$ cat config.mk
export PLATFORM = sky130hd
export DESIGN_NAME = lite_alu
export DESIGN_NICKNAME = d
export VERILOG_FILES = /design/src/rtl/lite_alu_pkg.sv /design/src/rtl/lite_alu_cond.sv /design/src/rtl/lite_alu_core.sv /design/src/rtl/lite_alu_post.sv /design/src/rtl/lite_alu.sv
export SDC_FILE = /design/constraint.sdc
export NUM_CORES = 1
export LEC_CHECK = 0
export ABC_AREA = 1
export CORE_MARGIN = 1
export CORE_UTILIZATION = 55
export DETAILED_ROUTE_END_ITERATION = 7
export DONT_BUFFER_PORTS = 1
export MAX_ROUTING_LAYER = met4
export PLACE_DENSITY = 0.7
export RECOVER_POWER = 100
export SYNTH_ARGS = -nofsm -noshare
export SYNTH_HDL_FRONTEND = slang
export SYNTH_SLANG_ARGS = --single-unit
export TNS_END_PERCENT = 20
$ cat constraint.sdc
create_clock -name vclk -period 2.8
set_input_delay 0.28 -clock vclk [all_inputs]
set_output_delay 0.28 -clock vclk [all_outputs]
set_load 0.05 [all_outputs]
$ cat src/rtl/lite_alu_pkg.sv
package lite_alu_pkg;

    // Control word, MSB first as it appears in the instruction
    typedef struct packed {
        logic clr_x;
        logic inv_x;
        logic clr_y;
        logic inv_y;
        logic sum_sel;
        logic inv_out;
    } alu_ctl_t;

    localparam int CTL_W = $bits(alu_ctl_t);

endpackage

$ cat src/rtl/lite_alu_cond.sv
module lite_alu_cond #(
    parameter int W = 10
) (
    input  logic [W-1:0] opd_i,
    input  logic         clr_i,
    input  logic         inv_i,
    output logic [W-1:0] opd_o,
    output logic         ones_o
);
    logic [W-1:0] clr_d;

    always_comb begin
        clr_d  = clr_i ? '0 : opd_i;
        opd_o  = inv_i ? ~clr_d : clr_d;
        // operand forced to all-ones regardless of input value
        ones_o = clr_i & inv_i;
    end
endmodule

$ cat src/rtl/lite_alu_core.sv
module lite_alu_core #(
    parameter int W = 10
) (
    input  logic [W-1:0] x_i,
    input  logic [W-1:0] y_i,
    input  logic         x_ones_i,
    input  logic         y_ones_i,
    input  logic         sum_sel_i,
    output logic [W-1:0] core_o,
    output logic         kill_o
);
    always_comb begin
        core_o = '0;
        kill_o = 1'b0;
        if (sum_sel_i) begin
            core_o = x_i + y_i;
        end else if (y_ones_i) begin
            core_o = x_i;
        end else if (x_ones_i) begin
            core_o = y_i;
        end else begin
            kill_o = 1'b1;
        end
    end
endmodule

$ cat src/rtl/lite_alu_post.sv
module lite_alu_post #(
    parameter int W = 10
) (
    input  logic [W-1:0] core_i,
    input  logic         kill_i,
    input  logic         inv_out_i,
    output logic [W-1:0] res_o,
    output logic         zero_o,
    output logic         neg_o
);
    logic [W-1:0] res_d;

    always_comb begin
        if (kill_i)         res_d = '0;
        else if (inv_out_i) res_d = ~core_i;
        else                res_d = core_i;
        res_o  = res_d;
        zero_o = ~|res_d;
        neg_o  = res_d[W-1];
    end
endmodule

$ cat src/rtl/lite_alu.sv
module lite_alu
    import lite_alu_pkg::*;
#(
    parameter int W = 10
) (
    input  logic [W-1:0]     opd_d,
    input  logic [W-1:0]     opd_y,
    input  logic [CTL_W-1:0] ctl,
    output logic [W-1:0]     res,
    output logic             zero,
    output logic             neg
);
    localparam int NOPD = 2;

    alu_ctl_t     ctl_d;
    logic [W-1:0] raw_d  [NOPD];
    logic [W-1:0] cnd_d  [NOPD];
    logic         ones_d [NOPD];
    logic         clr_d  [NOPD];
    logic         inv_d  [NOPD];
    logic [W-1:0] core_d;
    logic         kill_d;

    always_comb begin
        ctl_d    = alu_ctl_t'(ctl);
        raw_d[0] = opd_d;
        raw_d[1] = opd_y;
        clr_d[0] = ctl_d.clr_x;
        inv_d[0] = ctl_d.inv_x;
        clr_d[1] = ctl_d.clr_y;
        inv_d[1] = ctl_d.inv_y;
    end

    for (genvar g = 0; g < NOPD; g++) begin : g_cond
        lite_alu_cond #(.W(W)) u_cond (
            .opd_i (raw_d[g]),
            .clr_i (clr_d[g]),
            .inv_i (inv_d[g]),
            .opd_o (cnd_d[g]),
            .ones_o(ones_d[g])
        );
    end

    lite_alu_core #(.W(W)) u_core (
        .x_i      (cnd_d[0]),
        .y_i      (cnd_d[1]),
        .x_ones_i (ones_d[0]),
        .y_ones_i (ones_d[1]),
        .sum_sel_i(ctl_d.sum_sel),
        .core_o   (core_d),
        .kill_o   (kill_d)
    );

    lite_alu_post #(.W(W)) u_post (
        .core_i   (core_d),
        .kill_i   (kill_d),
        .inv_out_i(ctl_d.inv_out),
        .res_o    (res),
        .zero_o   (zero),
        .neg_o    (neg)
    );
endmodule

==> reports/metrics.csv <==
stage;metric;value;unit
status;status;finished clean;
setup_path;Worst EP required;2.52;ns
global_route;largest net degree at the start of global routing;14;
route;Final ANT Viol Nets;0;
cells_and_area;Area growth syn-to-layout;15.4;%
sta;setup TNS;0;ns
synthesis;top cells by area, synth;nand2_1, nand3_1, inv_1;
route;Detailed Routing Iterations Pass 1;4;
synthesis;sequential share of the synthesized area;0;%
setup_path;CP cell instances;clkinvlp_4 > nand2_1 > nand2_1 > inv_1 > ha_2 > inv_1 > fa_2 > inv_2 > nand2_2 > nand2_4 > nand3_2 > nand2_1 > nand2_1 > nand3_2 > nand3_1 > nand2_2 > nor2_4 > nor2_1 > nand2_1 > nor2_4 > buf_12;
global_route;global-route wire length before repair;5.78;mm
synthesis;leading area contributor after synthesis;nand2_1;
power_and_ir_drop;LEAKAGE;0.000940;uW
synthesis;Ys Warns;0;
sta;Slew headroom;60.6;%
die;Die H;51.5;um
place;IO Port Bufs;0;
route;Iter 0 DRT Violations;35;
die;die area;0.00265;sq mm
synthesis;Post-Syn Area per Cell;4.61;sq um
setup_path;CP Capture Type;output pin;
flow_run;total of max-cap violations;0;
sta;Max Freq;0.380;GHz
die;row cnt;17;
die;core outline area;0.00225;sq mm
sta;Final Max Tran Viols;0;
power_and_ir_drop;PwrDens;313;mW/mm^2
global_route;initial antenna violation count;0;
sta;worst hold slack;0.878;ns
sta;minimum clock period after layout;2.63;ns
cells_and_area;most frequent cells in the layout;nand2_1, nand3_1, inv_1;
min_path;Hold Path Class;input port to output pin;
route;DR vias;1692;
setup_path;Slowest-stage cell, CP;fa_2;
setup_path;startpoint types;input port;
cells_and_area;count of flip-flops and latches;0;
cells_and_area;Reg area;0;sq um
die;Die Wd;51.5;um
synthesis;Synth Net Count;328;
cells_and_area;Net count, final;334;
cells_and_area;commonest non-fill, non-tap cell in the layout;nand2_1;
power_and_ir_drop;VDD IR max;0.000223;V
cells_and_area;final non-filler cell total;324;
sta;Slew @ Worst Pin;0.593;ns
setup_path;crit path DAT;2.35;ns
place;global placement routability congestion;0.866;
cells_and_area;Core Util, Final;69.0;%
sta;Final setup viols;0;
place;DP Area;0.00147;sq mm
cells_and_area;layout cell share with drive strength beyond 1;16.9;%
place;Placed Cells;323;
global_route;Tot GR Track Use;28.0;%
cells_and_area;# clk buffers;0;
setup_path;CP peak stage delay;0.36;ns
cells_and_area;n_diodes;0;
synthesis;Synth top area share;34.5;%
synthesis;Syn Inst Count;292;
route;routed len/inst;10.7;um
cells_and_area;Final Cell Area;0.00156;sq mm
synthesis;Synth cell types;21;
global_route;GRT overflow;0;
sta;final count of hold timing violations;0;
place;Post-DP HPWL;2.79;mm
synthesis;synthesized cell area;0.00135;sq mm
setup_path;crit path kind;input port to output pin;
sta;period utilisation layout;94.0;%
setup_path;maximum fanout along the worst path;12;
route;wirelength, routed;3.48;mm
route;DRC;0;
die;io pins;38;
route;Via density;5.22;
setup_path;crit-path most repeated cell;nand2_1;
global_route;vias in the first global route;1454;
die;Starting Density;59.8;%
==> power breakdown <==
part	total, uW	internal (uW)	leakage (uW)	switching, uW
clock	0	0	0	0
sequential	0	0	0	0
combinational	487	151	0.000940	336
total	487	151	0.000940	336
==> cell usage after synthesis <==
library cell  instances
nand3b_1              1
inv_2                11
clkbuf_1              2
inv_1                43
ha_1                  9
buf_4                 4
clkinv_1              1
nor2_1               17
xor2_1                6
nand4_1               3
or2_1                 1
a21oi_1               7
nor3_1                2
o21ai_1               2
nand2_1             124
nand2_2               1
o211ai_1              1
nand3_1              54
fa_1                  1
or2_2                 1
buf_6                 1
==> area by class of cell <==
class,count,area (sq um)
multi-input combinational,230,1220
fill,254,699
inverter,55,218
timing repair buffer,11,83.8
tap,28,35.0
==> stage by stage <==
stage               setup slack [ns]  total power, uW
finish                         0.167              487
global route                 -0.0324              543
CTS                           0.0203              462
detailed placement            0.0391              461
global placement              0.0634              454
floorplan                     0.0189              389
==> final timing paths <==
path,from,to,slack [ns],cells past startpoint
hold / removal,ctl[0],res[1],0.88,3
setup / recovery,ctl[2],zero,0.17,21
==> worst max-delay path, delay by kind of cell <==
family | cells | cell delay (ns)
AND/OR/NAND/NOR | 14 | 1.13
adder cells (fa/ha/maj) | 2 | 0.52
buffers and inverters | 5 | 0.40
==> routing by layer <==
metal	vias to the layer above	share of wire, %	GRT usage, %
met1	741	47	35.1
met4	0	0.98	3.15
met5	-	0	-
li1	912	-	-
met2	35	49	51.5
met3	4	2.9	0.585
==> kinds of logic (layout without fill, tap and decap cells) <==
logic type	after synthesis	count (layout)	synth area share (%)
xor+xnor	6	6	3.90
simple gates	204	204	63.4
compound gates	10	10	3.90
fa+ha+maj	10	10	9.84
buf+inv	62	66	18.9
==> what timing repair did <==
item,CTS,global route
endpoints found under the setup margin,0,3
hold buffers,0,0
resized for setup,0,29
buffers inserted,0,1
(Power assumes the default switching activity.)
